**config.mk**
```make
export PLATFORM = sky130hd
export DESIGN_NAME = pdc_superpixel
export DESIGN_NICKNAME = d
export VERILOG_FILES = /design/src/rtl/pdc_pkg.sv /design/src/rtl/pdc_cell.sv /design/src/rtl/pdc_superpixel.sv
export SDC_FILE = /design/constraint.sdc
export NUM_CORES = 1
export LEC_CHECK = 0
export BUFFER_PORTS_ARGS = -buffer_cell sky130_fd_sc_hd__buf_4
export CAP_MARGIN = 10
export CORE_ASPECT_RATIO = 1.2
export CORE_MARGIN = 4
export CORE_UTILIZATION = 40
export CTS_CLUSTER_DIAMETER = 120
export DETAILED_ROUTE_END_ITERATION = 10
export PLACE_DENSITY = 0.56
export RECOVER_POWER = 50
export SLEW_MARGIN = 10
export SYNTH_ARGS = -nofsm -noshare
export SYNTH_HDL_FRONTEND = slang
export SYNTH_SLANG_ARGS = --single-unit
```
**constraint.sdc**
```tcl
create_clock -name clk -period 2.7 [get_ports clk]
set_clock_uncertainty 0.05 [all_clocks]
set_input_delay 0.27 -clock clk [delete_from_list [all_inputs] [get_ports clk]]
set_output_delay 0.27 -clock clk [all_outputs]
set_load 0.02 [all_outputs]
```
**src/rtl/pdc_pkg.sv**
```systemverilog
package pdc_pkg;
    typedef enum logic [1:0] {
        MODE_TOT_TOA = 2'b00,
        MODE_TOT_EVT = 2'b01,
        MODE_EVT_A   = 2'b10,
        MODE_EVT_B   = 2'b11
    } pdc_mode_e;
endpackage

```
**src/rtl/pdc_cell.sv**
```systemverilog
module pdc_cell
    import pdc_pkg::*;
#(
    parameter int W = 4
) (
    input  logic         clk,
    input  logic         rst_n,
    input  logic         disc_i,
    input  logic         shutter_i,
    input  pdc_mode_e    mode_i,
    input  logic         clr_i,
    input  logic         rd_i,
    output logic [W-1:0] cnt_a_o,
    output logic [W-1:0] cnt_b_o,
    output logic         hit_o
);
    localparam logic [W-1:0] FULL = {W{1'b1}};

    typedef struct packed {
        logic [W-1:0] a;
        logic [W-1:0] b;
        logic         run;
        logic         hit;
        logic         prev;
    } cell_st_t;

    cell_st_t st_d, st_q;
    logic     rise;

    function automatic logic [W-1:0] sat_inc(input logic [W-1:0] v);
        return (v == FULL) ? v : v + 1'b1;
    endfunction

    always_comb begin
        st_d      = st_q;
        rise      = disc_i & ~st_q.prev;
        st_d.prev = disc_i;
        if (clr_i) begin
            st_d.a   = '0;
            st_d.b   = '0;
            st_d.run = 1'b0;
            st_d.hit = 1'b0;
        end else begin
            if (rd_i) st_d.hit = 1'b0;
            if (shutter_i) begin
                if (disc_i) st_d.hit = 1'b1;
                unique case (mode_i)
                    MODE_TOT_TOA: begin
                        if (disc_i) st_d.a = sat_inc(st_q.a);
                        st_d.run = st_q.run | rise;
                        if (st_q.run | rise) st_d.b = sat_inc(st_q.b);
                    end
                    MODE_TOT_EVT: begin
                        if (disc_i) st_d.a = sat_inc(st_q.a);
                        if (rise)   st_d.b = sat_inc(st_q.b);
                    end
                    default: begin
                        if (rise) st_d.a = sat_inc(st_q.a);
                    end
                endcase
            end
        end
    end

    always_ff @(posedge clk or negedge rst_n) begin
        if (!rst_n) st_q <= '0;
        else        st_q <= st_d;
    end

    assign cnt_a_o = st_q.a;
    assign cnt_b_o = st_q.b;
    assign hit_o   = st_q.hit;

    assert_frozen_R7: assert property (@(posedge clk) disable iff (!rst_n)
        (!shutter_i && !clr_i) |=> ($stable(cnt_a_o) && $stable(cnt_b_o)));
    assert_no_wrap_a_R6: assert property (@(posedge clk) disable iff (!rst_n)
        (cnt_a_o == FULL && !clr_i) |=> (cnt_a_o == FULL));
    assert_no_wrap_b_R6: assert property (@(posedge clk) disable iff (!rst_n)
        (cnt_b_o == FULL && !clr_i) |=> (cnt_b_o == FULL));
    assert_clear_R8: assert property (@(posedge clk) disable iff (!rst_n)
        clr_i |=> (cnt_a_o == '0 && cnt_b_o == '0 && !hit_o));
    assert_b_parked_R5: assert property (@(posedge clk) disable iff (!rst_n)
        (mode_i[1] && cnt_b_o == '0) |=> (cnt_b_o == '0));
    assert_hit_set_R9: assert property (@(posedge clk) disable iff (!rst_n)
        (shutter_i && disc_i && !clr_i) |=> hit_o);
endmodule

```
**src/rtl/pdc_superpixel.sv**
```systemverilog
module pdc_superpixel
    import pdc_pkg::*;
#(
    parameter int CW = 4
) (
    input  logic              clk,
    input  logic              rst_n,
    input  logic [3:0]        disc_i,
    input  logic              shutter_i,
    input  logic [1:0]        mode_i,
    input  logic              combine_i,
    input  logic              clr_i,
    input  logic              rd_i,
    output logic [4*CW-1:0]   cnt_a_o,
    output logic [4*CW-1:0]   cnt_b_o,
    output logic [3:0]        hit_o
);
    localparam int NPIX = 4;
    localparam int GW   = NPIX * CW;

    pdc_mode_e         mode_e;
    logic [GW-1:0]     pix_a, pix_b;
    logic [NPIX-1:0]   pix_hit;
    logic [GW-1:0]     grp_a, grp_b;
    logic              grp_hit;

    assign mode_e = pdc_mode_e'(mode_i);

    for (genvar k = 0; k < NPIX; k++) begin : g_pix
        pdc_cell #(.W(CW)) u_cell (
            .clk       (clk),
            .rst_n     (rst_n),
            .disc_i    (disc_i[k]),
            .shutter_i (shutter_i),
            .mode_i    (mode_e),
            .clr_i     (clr_i),
            .rd_i      (rd_i),
            .cnt_a_o   (pix_a[k*CW +: CW]),
            .cnt_b_o   (pix_b[k*CW +: CW]),
            .hit_o     (pix_hit[k])
        );
    end

    pdc_cell #(.W(GW)) u_group (
        .clk       (clk),
        .rst_n     (rst_n),
        .disc_i    (|disc_i),
        .shutter_i (shutter_i),
        .mode_i    (mode_e),
        .clr_i     (clr_i),
        .rd_i      (rd_i),
        .cnt_a_o   (grp_a),
        .cnt_b_o   (grp_b),
        .hit_o     (grp_hit)
    );

    always_comb begin
        if (combine_i) begin
            cnt_a_o = grp_a;
            cnt_b_o = grp_b;
            hit_o   = {NPIX{grp_hit}};
        end else begin
            cnt_a_o = pix_a;
            cnt_b_o = pix_b;
            hit_o   = pix_hit;
        end
    end

    assert_group_hit_R10: assert property (@(posedge clk) disable iff (!rst_n)
        (|pix_hit) |-> grp_hit);
    assert_reset_state_R1: assert property (@(posedge clk) disable iff (!rst_n)
        $rose(rst_n) |-> (pix_a == '0 && grp_a == '0));
endmodule

```
Word-level counts from Yosys, hierarchy flattened:

Index checks and enable logic that the tools add are counted.
Widths: inputs -> output; s select.

* add/subtract/negate cells: 10
* equal/unequal tests: 26
* muxes and demuxes: 68
* bitwise operators: 15
* reduce and logical (&&, ||, !) cells: 22

Operator list (number)
* $mux 16: 9
* $mux 4: 29
* $mux 10: 8
* $mux 34: 2
* $add 16x1->16 const B: 2
* $add 4x1->4 const B: 8
* $eq 16x16->1 const B: 2
* $eq 4x4->1 const B: 8
* $pmux 16 s2: 1
* $pmux 4 s2: 4
* $ne 3x2->1 const B: 10
* $reduce_and 4->1: 5
* $reduce_bool 3->1: 6
* $mux 1: 15
* $ne 3x1->1 const B: 5
* $reduce_and 3->1: 5
* $and 1x1->1: 5
* $not 1->1: 5
* $or 1x1->1: 5
* $reduce_bool 2->1: 2
* $reduce_or 4->1: 1
* $eq 2x1->1 const B: 1
* $logic_not 2->1: 1
* $reduce_and 2->1: 1
* $reduce_or 2->1: 1

* flip-flop bits (word level): 79
* word-level logic and storage cells: 166

Depth between registers and ports, before layout:

Gate-level depths: netlist of run 1.

* depth in word-level cells: 7
* mapped depth: 7

Modules after synthesis:

From an unflattened synthesis of run 1, not the netlist that was laid out.

* cell total of the unflattened synthesis: 572
* area total of the unflattened synthesis: 5651.7 um^2

By module, submodules not included
* pdc_cell at g_pix[0].u_cell ...: instances 4, cells each 71, area an instance 690.7 um^2, sequential area each 275.3 um^2
* pdc_cell at u_group: instances 1, cells each 247, area an instance 2292.2 um^2, sequential area each 875.8 um^2
* pdc_superpixel: instances 1, cells each 41, area an instance 596.8 um^2, sequential area each 0.0 um^2

Least setup slack after synthesis of run 1:

Ideal clock, no wire load.

* path kind: flip-flop to flip-flop
* from: register u_group.st_q, in the netlist u_group.cnt_b_o[0]
* to: register u_group.st_q, in the netlist u_group.cnt_b_o[5]
* setup time: 0.129 ns
* arrival time: 1.696 ns
* data required time: 2.521 ns
* setup slack: 0.826 ns
* stages on the path, launching flop included: 8
* cells stage by stage: dfrtp_1 ha_1 nand4_1 nor4_1 o41a_2 buf_2 o21ai_0 o41ai_1

* longest elaborated chain between the ends: 6
* elaborated cells between the ends (all ways): 8

RTL lines
* start, declared: RTL line pdc_cell.sv:27 `cell_st_t st_d, st_q;`
* start signal, assigned: RTL line pdc_cell.sv:67 `else st_q <= st_d;`
* $add 16x1->16 or $eq 16x16->1 (tied branches): RTL line pdc_cell.sv:31 `return (v == FULL) ? v : v + 1'b1;`
* $mux 16 (*): RTL line pdc_cell.sv:31
* $mux 16 (on tied branches): RTL line pdc_cell.sv:55, pdc_cell.sv:51
* $pmux 16 s2 (*): RTL line pdc_cell.sv:47 `unique case (mode_i)`
* $mux 34 (*): RTL line pdc_cell.sv:45 `if (shutter_i) begin`
* $mux 34 (*): RTL line pdc_cell.sv:38 `if (clr_i) begin`

Every way passes the cells marked *; elsewhere a longest branch is shown, timed or not. The select of a mux whose other input is x is not followed.
A chain may end at the register's enable or synchronous reset.

Final worst setup path of run 1:

* from: register u_group.st_q, in the netlist u_group.cnt_a_o[0]
* to: register u_group.st_q, in the netlist u_group.cnt_a_o[2]

* longest elaborated chain between the ends: 6
* elaborated cells between the ends (all ways): 8

RTL lines (RTL line)
* $add 16x1->16 or $eq 16x16->1 (tied branches): pdc_cell.sv:31
* $mux 16 (*): pdc_cell.sv:31
* $mux 16 (on tied branches): pdc_cell.sv:58, pdc_cell.sv:49, pdc_cell.sv:54
* $mux 16 (*)
* $mux 34 (*): pdc_cell.sv:45
* $mux 34 (*): pdc_cell.sv:38

Marks and branches as above.

==> run summary, run 1 <==
number of synthesized flops with an enable pin: 0
CTS Hold Bufs: 1
simple-gate portion of the synthesized area: 20.95%
PD cells: 528.1 nW/um^2
Post-synth top flop: dfrtp_1
Clk Latency, worst-skew pair: 0.34 ns
Setup-failing EPs final: 0
Slew Viols, Final: 0
Max FO, Critical Path: 9
top-count cell post-synth: dfrtp_1
clock sinks: 79
Die X: 104.0 um
top cells by area, synth: dfrtp_1 45%, mux2_2 8.2%, o21ai_0 4.4%, nor2_1 3.7%, nand2_1 3.3%
root buf cell: clkbuf_16
Max Clock Freq: 456.5 MHz
share of cells above drive strength 1: 18.58%
Die Area: 12,800 sq um
clk slew on worst S/H paths: 0.06 ns
Arr. time, crit path: 2.36 ns
outcome: complete, no violations
CTS Buf Count: 9
vias per cell: 5.736
XOR/XNOR share of the synthesized area: 2.973%
antenna violations before repair: 0
top cells by count, synth: 79 x dfrtp_1, 44 x nor2_1, 39 x nand2_1, 39 x o21ai_0, 32 x mux2_2
Cell Rows: 41
TNS Setup: 0 ns
Mapped Area: 4419 sq um
max-cap violation count: 0
post-synth top area share: 44.73%
PostCTS Resize Cnt: 0
antenna-violating nets left: 0
Final min period: 2.190 ns
Mapped Cells: 472
via count: 3,734
Post-Syn Area per Cell: 9.363 sq um
all-layer global routing usage: 17.92%
library cells used by synthesis: 45
main combinational cell family by area after synthesis: simple AND/OR/NAND/NOR gates
Synth Area in Adders: 2.831%
post-route cell area: 5179 sq um
synth warn: 0
post-synthesis register bit count: 79
drt pass-1 iters: 4
core area: 10,670 sq um
Max Root-Sink Buffers: 2
ys async rst share: 100.0%
grt ovf: 0
GP Congestion: 0.8597
Util after Layout: 48.53%
Setup CP Type: flop to flop
Synth Area in Compound Gates: 16.53%
area leader, netlist: dfrtp_1
pin count of the biggest net entering global routing: 53
Post-CTS Setup Inserts: 0
I/O pin total: 48
vias in the first global route: 3,667
H-tree levels: 3
number of DRC markers in iteration 0: 186
post-DR wirelength/cell: 16.90 um
syn nets: 494
Layout area overhead: 17.19%
hpwl dp: 7670 um
TritonCTS clock tree: done
die height: 123.1 um
hold_ws: 0.1065 ns
Port Buf Inserts: 47
Worst Setup Start Kind: flop
required time of the worst setup path: 2.87 ns
Slew HR: 6.343%
sequential standard cell area: 1977 sq um
sequential area share after synthesis: 44.73%
n_diodes: 0
unrepaired setup endpoints after global routing: false
Hold Crit Class: input port to flop
mux share of post-synthesis cell area: 8.834%
first-pass GRT wire length: 18,350 um
Setup crit end kind: flop
leakage dissipation: 2.288 nW
Final period util: 81.12%
Layout fillers: 1,042
Hold Vio Cnt, Final: 0
Initial Utilization: 41.42%
wirelength, routed: 11,000 um
Peak VDD IR: 297.4 uV
worst-margin pin slew: 1.405 ns
area of the multi-input gates: 2296 sq um
Residual DRC: 0
# nets final: 539
Cell Area, Placed: 4905 sq um
==> cells in the final DEF, fill, tap and decap left out, types with 3 or more instances in the layout <==
cell and count:
nor2b_1 3, nand4_1 17, a211oi_1 7, xnor2_1 4, and3_1 8, mux2_2 32, o31ai_1 11, or3_1 12
clkbuf_1 11, nand3_1 25, dfrtp_1 79, inv_1 14, o21ai_1 6, nor2_1 44, mux2i_1 3, a31oi_1 9
o21ai_0 39, nand2b_1 16, nand2_1 39, a21oi_1 26, clkbuf_16 9, a41oi_1 3, or4_1 5, ha_1 10
buf_4 42, xor2_1 11, nor3_1 7, a21o_1 3
==> cell type report <==
type,count,share of cell area (%)
multi-input cells,359,44.33
flip-flops and latches,79,38.17
repair buffers,54,7.441
clock buffers,12,4.566
well taps,129,3.117
clock inverters,4,1.353
inverters,14,1.015
==> state kept, by name (all words and copies together), names as in the netlist <==
signal                cells
u_group.hit_o             1
g_pix.u_cell.st_q         8
u_group.st_q              2
g_pix.u_cell.cnt_b_o     16
u_group.cnt_a_o          16
g_pix.u_cell.cnt_a_o     16
u_group.cnt_b_o          16
g_pix.u_cell.hit_o        4
==> path summary, 6_finish.rpt <==
check                                        start                      end  slack [ns]  cells past startpoint
max                             u_group.cnt_a_o[0]       u_group.cnt_a_o[2]        0.51                      6
min                                      disc_i[3]  g_pix[3].u_cell.st_q[0]        0.11                      1
max reg2reg                     u_group.cnt_a_o[0]       u_group.cnt_a_o[2]        0.51                      6
min reg2reg                g_pix[2].u_cell.st_q[2]  g_pix[2].u_cell.st_q[2]        0.45                      2
max in group asynchronous                    rst_n  g_pix[3].u_cell.st_q[2]        0.99                      2
min in group asynchronous                    rst_n       u_group.cnt_b_o[1]        0.75                      2
==> critical path, stage by stage (launching register included) <==
cell and delay (ns):
dfrtp_1 0.39, ha_1 0.33, nand2_1 0.07, or4_1 0.65, o211ai_4 0.33, xor2_1 0.18
nor2_1 0.06
==> stage by stage <==
step	total power [mW]	setup WS (ns)	instances
finish	2.735	0.5096	651
global route	2.847	0.3726	651
CTS	2.776	0.5288	651
detailed placement	1.468	0.5476	634
global placement	1.465	0.5856	634
floorplan	1.365	0.8256	472
==> power by group <==
group          switching [mW]  leakage, nW  internal (mW)
Sequential             0.0208         1.08           1.20
Clock                   0.491        0.151          0.808
Combinational           0.140         1.06         0.0713
==> logic make-up after synthesis <==
group	Yosys count
fa+ha+maj	10
buf+inv	34
xor+xnor	15
flops	79
compound gates	116
simple gates	183
mux	35
==> layer usage <==
layer  vias up  share of wire, %  routed length [um]  track usage [%]
met3        21               3.4                 370            2.872
met4         0               2.1                 235            9.310
met5         -                 0                   0                0
li1       1821                 -                   -                -
met2        77                50                5491            30.81
met1      1815                45                4903            21.91
Note: power is estimated with default switching activity, not from simulation.
==> inputs of run 2 (changes only) <==
--- a/config.mk
+++ b/config.mk
@@ -12,7 +12,7 @@
 export CORE_UTILIZATION = 40
 export CTS_CLUSTER_DIAMETER = 120
 export DETAILED_ROUTE_END_ITERATION = 10
-export PLACE_DENSITY = 0.56
+export PLACE_DENSITY = 0.58
 export RECOVER_POWER = 50
 export SLEW_MARGIN = 10
 export SYNTH_ARGS = -nofsm -noshare
==> constraint.sdc (replaced) <==
create_clock -name clk -period 1.9 [get_ports clk]
set_clock_uncertainty 0.05 [all_clocks]
set_input_delay 0.19 -clock clk [delete_from_list [all_inputs] [get_ports clk]]
set_output_delay 0.19 -clock clk [all_outputs]
set_load 0.02 [all_outputs]
==> run 2 against run 1 <==
  * Sequential share of layout area down 3.5 points
  * Sequential power up 43%
  * Critical path depth up 1
  * Critical path type unchanged
==> run summary, run 2 (same netlist as run 1, synthesis figures left out) <==
Clk Latency, worst-skew pair: 0.33 ns
Residual DRC: 0
clock sinks: 79
sw frac: 23.71%
Layout area overhead: 29.19%
total power: 3.888 mW
Hold Crit Class: input port to flop
sequential power share: 44.7%
drt pass-1 iters: 4
Cell Area, Placed: 5323 sq um
Max Root-Sink Buffers: 2
root buf cell: clkbuf_16
Comb power frac: 9.0%
PD cells: 680.9 nW/um^2
Worst Setup Start Kind: flop
Final min period: 1.866 ns
Cell Rows: 41
Die Area: 12,800 sq um
Initial Utilization: 41.42%
Arr. time, crit path: 2.02 ns
Peak VDD IR: 478.4 uV
H-tree levels: 3
Util after Layout: 53.51%
Layout fillers: 1,012
Clock Power Share: 46.3%
wirelength, routed: 11,490 um
pin count of the biggest net entering global routing: 49
antenna-violating nets left: 0
Max Clock Freq: 535.9 MHz
hold_ws: 0.09457 ns
worst-margin pin slew: 0.8500 ns
CTS Buf Count: 9
max-cap violation count: 0
die height: 123.1 um
leakage dissipation: 2.605 nW
most frequent cells in the layout: 96 x buf_4, 79 x dfrtp_1, 42 x nor2_1, 39 x nand2_1, 32 x mux2_2
Pint: 2.966 mW
antenna violations before repair: 0
number of DRC markers in iteration 0: 160
share of cells above drive strength 1: 30.40%
required time of the worst setup path: 2.06 ns
Slew HR: 43.34%
vias per cell: 5.484
post-DR wirelength/cell: 16.23 um
Hold Vio Cnt, Final: 0
first-pass GRT wire length: 19,220 um
area of the multi-input gates: 2371 sq um
Slew Viols, Final: 0
NetSw: 0.9217 mW
hpwl dp: 8317 um
Max FO, Critical Path: 18
unrepaired setup endpoints after global routing: true
grt ovf: 0
Port Buf Inserts: 47
Setup crit end kind: flop
via count: 3,883
Final period util: 98.21%
I/O pin total: 48
Setup CP Type: flop to flop
vias in the first global route: 3,973
GP Congestion: 0.8498
n_diodes: 0
Setup-failing EPs final: 0
clk slew on worst S/H paths: 0.06 ns
Die X: 104.0 um
# nets final: 596
post-route cell area: 5709 sq um
TritonCTS clock tree: done
sequential standard cell area: 1977 sq um
core area: 10,670 sq um
most common cell after layout, fill and taps aside: buf_4
outcome: complete, no violations
all-layer global routing usage: 18.75%
==> run 2: what timing repair did <==
action,CTS,global route
setup buffers,0,2
pin swaps,0,10
hold endpoints to repair,31,0
endpoints found under the setup margin,3,29
hold buffers,1,0
gates resized for setup,2,26
cloned,0,1
==> run 2: power groups by stage <==
stage               combinational (mW)  clock, mW  sequential [mW]
floorplan                        0.177          0             1.76
global placement                 0.348          0             1.77
detailed placement               0.351          0             1.77
CTS                              0.354       1.82             1.74
global route                     0.390       1.91             1.74
finish                           0.351       1.80             1.74
==> run 2: worst paths after layout <==
check	start	end	slack, ns	cells past startpoint
max reg2reg	u_group.cnt_b_o[0]	u_group.cnt_b_o[7]	0.03	7
max	u_group.cnt_b_o[0]	u_group.cnt_b_o[7]	0.03	7
min in group asynchronous	rst_n	u_group.cnt_b_o[9]	0.45	2
min	rd_i	g_pix[2].u_cell.hit_o	0.09	3
min reg2reg	u_group.st_q[2]	u_group.st_q[2]	0.44	1
max in group asynchronous	rst_n	u_group.st_q[2]	0.41	3
==> run 2: worst max-delay path, stage by stage, from the launching register on <==
cell	delay [ns]
dfrtp_1	0.38
ha_2	0.20
nand4_1	0.11
nor4_2	0.08
o41a_2	0.51
buf_12	0.17
o21ai_0	0.14
o21ai_0	0.09
==> run 2: through the flow <==
stage,setup WS [ns],instances,TNS [ns]
final,0.03408,708,0
after global routing,-0.03386,708,-0.1755
after CTS,0.002968,705,0
after detailed placement,-0.1271,688,-0.1281
after global placement,-0.06455,688,-0.06455
after floorplan,0.02561,472,0
==> run 2: area by class of cell <==
class,instances,share of cell area [%]
repair buffers,111,14.66
clock inverters,3,0.7013
well taps,129,2.827
multi-input cells,359,41.53
flip-flops and latches,79,34.63
clock buffers,13,4.734
inverters,14,0.9204
==> run 2: metal layers <==
layer / track usage (%) / share of wire, % / wire (um)
met5: 0 / 0 / 0
met4: 6.899 / 1.4 / 166
met3: 3.185 / 2.4 / 279
met2: 33.86 / 52 / 5962
met1: 22.64 / 44 / 5079
==> inputs of run 3 (changes only) <==
--- a/config.mk
+++ b/config.mk
@@ -12,9 +12,10 @@
 export CORE_UTILIZATION = 40
 export CTS_CLUSTER_DIAMETER = 120
 export DETAILED_ROUTE_END_ITERATION = 10
-export PLACE_DENSITY = 0.58
+export PLACE_DENSITY = 0.57
 export RECOVER_POWER = 50
 export SLEW_MARGIN = 10
 export SYNTH_ARGS = -nofsm -noshare
 export SYNTH_HDL_FRONTEND = slang
+export SYNTH_HIERARCHICAL = 1
 export SYNTH_SLANG_ARGS = --single-unit
==> run 3 against run 2 <==
  * The flow now finishes with violations (negative setup slack)
  * Power up 8.7%
  * Critical path depth up 2
  * Non-clock buffer count up 11
  * Core utilization down 6.0 points
  * Cell count up 12%
  * Global-route usage down 0.31 points
  * Sequential share of layout area down 4.5 points
  * Critical path type is now input port to flop
==> run summary, run 3 <==
worst-margin pin slew: 0.8087 ns
Mapped Cells: 572
share of cells above drive strength 1: 33.33%
Post-synth top flop: dfrtp_1
grt ovf: 0
n_diodes: 0
TritonCTS clock tree: done
Layout area overhead: 16.05%
vias in the first global route: 4,651
Mapped Area: 5652 sq um
drt pass-1 iters: 5
root buf cell: clkbuf_16
syn nets: 594
required time of the worst setup path: 2.06 ns
leakage dissipation: 2.917 nW
Setup CP Type: input port to flop
Hold Vio Cnt, Final: 0
NetSw: 1.001 mW
Pint: 3.226 mW
CTS Buf Count: 9
sequential power share: 41.3%
die height: 138.2 um
Met3 Routed Length: 705 um
Die Area: 16,100 sq um
max-cap violation count: 0
Die X: 116.5 um
DR WL met2: 7218 um
RR Endpoint: u_group/cnt_b_o[9]
library cells used by synthesis: 62
Setup-failing EPs final: 6
post-synthesis register bit count: 79
Worst Hold Depth: 2
ys async rst share: 100.0%
antenna-violating nets left: 0
Comb power frac: 11.0%
Slew Viols, Final: 0
top cells by count, synth: 79 x dfrtp_1, 64 x buf_4, 31 x a21oi_1
via count: 4,561
vias per cell: 5.737
cell depth of the worst flop-to-flop path: 7
Residual DRC: 0
failing checks: negative setup slack
Post-Syn Area per Cell: 9.881 sq um
Cell Rows: 47
top-count cell post-synth: dfrtp_1
most used cell, CP: buf_4
sequential area share after synthesis: 34.98%
PD cells: 644.4 nW/um^2
R2R Path Start: u_group/cnt_b_o[1]
sw frac: 23.68%
Initial Utilization: 40.90%
clk slew on worst S/H paths: 0.06 ns
Max FO, Critical Path: 7
core area: 13,820 sq um
Clk Latency, worst-skew pair: 0.34 ns
Final min period: 1.912 ns
worst hold path startpoint: disc_i[2]
unrepaired setup endpoints after global routing: true
first-pass GRT wire length: 23,700 um
DR top layer: met4
CP max-delay cell: or4_1
GP Congestion: 0.8118
Util after Layout: 47.46%
Peak VDD IR: 319.3 uV
post-synth top area share: 34.98%
total power: 4.226 mW
antenna violations before repair: 0
worst setup margin: -0.01236 ns
worst path buffer plus inverter count: 3
Layout fillers: 1,270
outcome: complete, but fails checks
CP delay by family, top: simple AND/OR/NAND/NOR gates
synth warn: 6
pin count of the biggest net entering global routing: 30
Cell Area, Placed: 6073 sq um
post-route cell area: 6559 sq um
Hold EP: u_group/st_q[0]
hpwl dp: 10,720 um
I/O pin total: 48
area leader, netlist: dfrtp_1
Final period util: 100.7%
Max Clock Freq: 522.9 MHz
Max Root-Sink Buffers: 2
Hold Crit Class: input port to flop
clock sinks: 79
number of DRC markers in iteration 0: 199
CP Cell Sequence: buf_4 -> or4_1 -> and2b_2 -> o21ai_4 -> or2_4 -> buf_6 -> buf_4 -> nor4_2 -> a311o_1
Port Buf Inserts: 47
Critical Path Max Stage Delay: 0.56 ns
most common cell after layout, fill and taps aside: buf_4
most frequent cells in the layout: 107 x buf_4, 79 x dfrtp_1, 31 x a21oi_1, 30 x mux2_4, 28 x nand2_1
# nets final: 641
all-layer global routing usage: 18.45%
DRT met1 WL: 6399 um
Arr. time, crit path: 2.07 ns
Slew HR: 46.09%
Clock Power Share: 47.7%
Worst Setup Start Kind: input port
Setup crit end kind: flop
top cells by area, synth: dfrtp_1 35%, buf_4 8.5%, mux2_4 8.0%, nand2b_1 2.8%, a21oi_1 2.7%
post-DR wirelength/cell: 18.43 um
number of synthesized flops with an enable pin: 0
H-tree levels: 3
setup slack, reg-to-reg: -0.01 ns
wirelength, routed: 14,650 um
[run 3: cell types whose count changed after synthesis, sizes merged, moves of 9 or more]
cell    delta
nor2      -20
xor2      -11
or3       -11
buf       +70
nand2b     +9
o21ai     -41
nor4      +11
and3      +15
nor2b     +16
[run 3: how the worst max path moves through the flow]
stage,startpoint,cells after the start,to
4_1_cts,u_group/cnt_b_o[1],8,u_group/cnt_b_o[13]
3_3_place_gp,disc_i[0],8,u_group/cnt_b_o[9]
6_report,disc_i[1],9,u_group/cnt_b_o[10]
2_1_floorplan,disc_i[1],8,u_group/cnt_b_o[10]
5_1_grt,u_group/cnt_b_o[1],8,u_group/cnt_b_o[13]
3_5_place_dp,disc_i[1],9,u_group/cnt_b_o[13]
[run 3: worst reg2reg max path: cells and delay by family (launching register included)]
kind            cells  cell delay, ns
buf+inv             2            0.29
fa+ha+maj           1            0.19
flops               1            0.39
compound gates      1            0.34
simple gates        3            0.53
[run 3: timing repair]
item                                   CTS  global route
endpoints found under the hold margin   26             0
hold buffers                             1             0
setup endpoints to repair               11            25
resized for setup                        9            10
pin swaps                                8             6
setup buffers                            4             6
[run 3: kinds of logic after synthesis]
group | share of synthesized area, %
XOR/XNOR | 1.550
AND/OR/NAND/NOR | 23.64
AO/OA/AOI/OAI | 13.88
flip-flops | 34.98
buffers and inverters | 12.35
adder cells (fa/ha/maj) | 2.214
multiplexers | 11.38
[run 3: through the flow]
stage / worst slack [ns] / setup TNS, ns / hold WS (ns) / cells
after floorplan: -0.05218 / -0.3432 / -0.1556 / 572
after global placement: -0.2086 / -1.818 / 0.1024 / 768
after detailed placement: -0.2407 / -1.976 / 0.1035 / 768
after CTS: -0.008730 / -0.008730 / 0.02521 / 789
after global routing: -0.1012 / -0.5564 / 0.05986 / 795
final: -0.01236 / -0.04074 / 0.05476 / 795
[run 3: power groups by stage]
stage / combinational [mW] / clock [mW] / sequential (mW)
3_5_place_dp: 0.475 / 0 / 1.78
6_report: 0.467 / 2.01 / 1.75
5_1_grt: 0.510 / 2.13 / 1.75
2_1_floorplan: 0.286 / 0 / 1.77
4_1_cts: 0.483 / 2.05 / 1.74
3_3_place_gp: 0.466 / 0 / 1.77
[run 3: layout make-up]
type / instances / area, sq um / share of cell area (%)
inverter: 10 / 37.54 / 0.5723
timing repair buffer: 122 / 912.1 / 13.91
clock buffer: 13 / 250.2 / 3.815
multi-input combinational: 397 / 3078 / 46.93
clock inverter: 3 / 90.09 / 1.374
tap: 171 / 214.0 / 3.262
sequential: 79 / 1977 / 30.14
[run 3: metal layers]
layer  vias to the layer above  GRT usage [%]
li1                       2151              -
met1                      2284          24.85
met2                       106          29.39
met3                        20          3.540
met4                         0          6.536
met5                         -              0
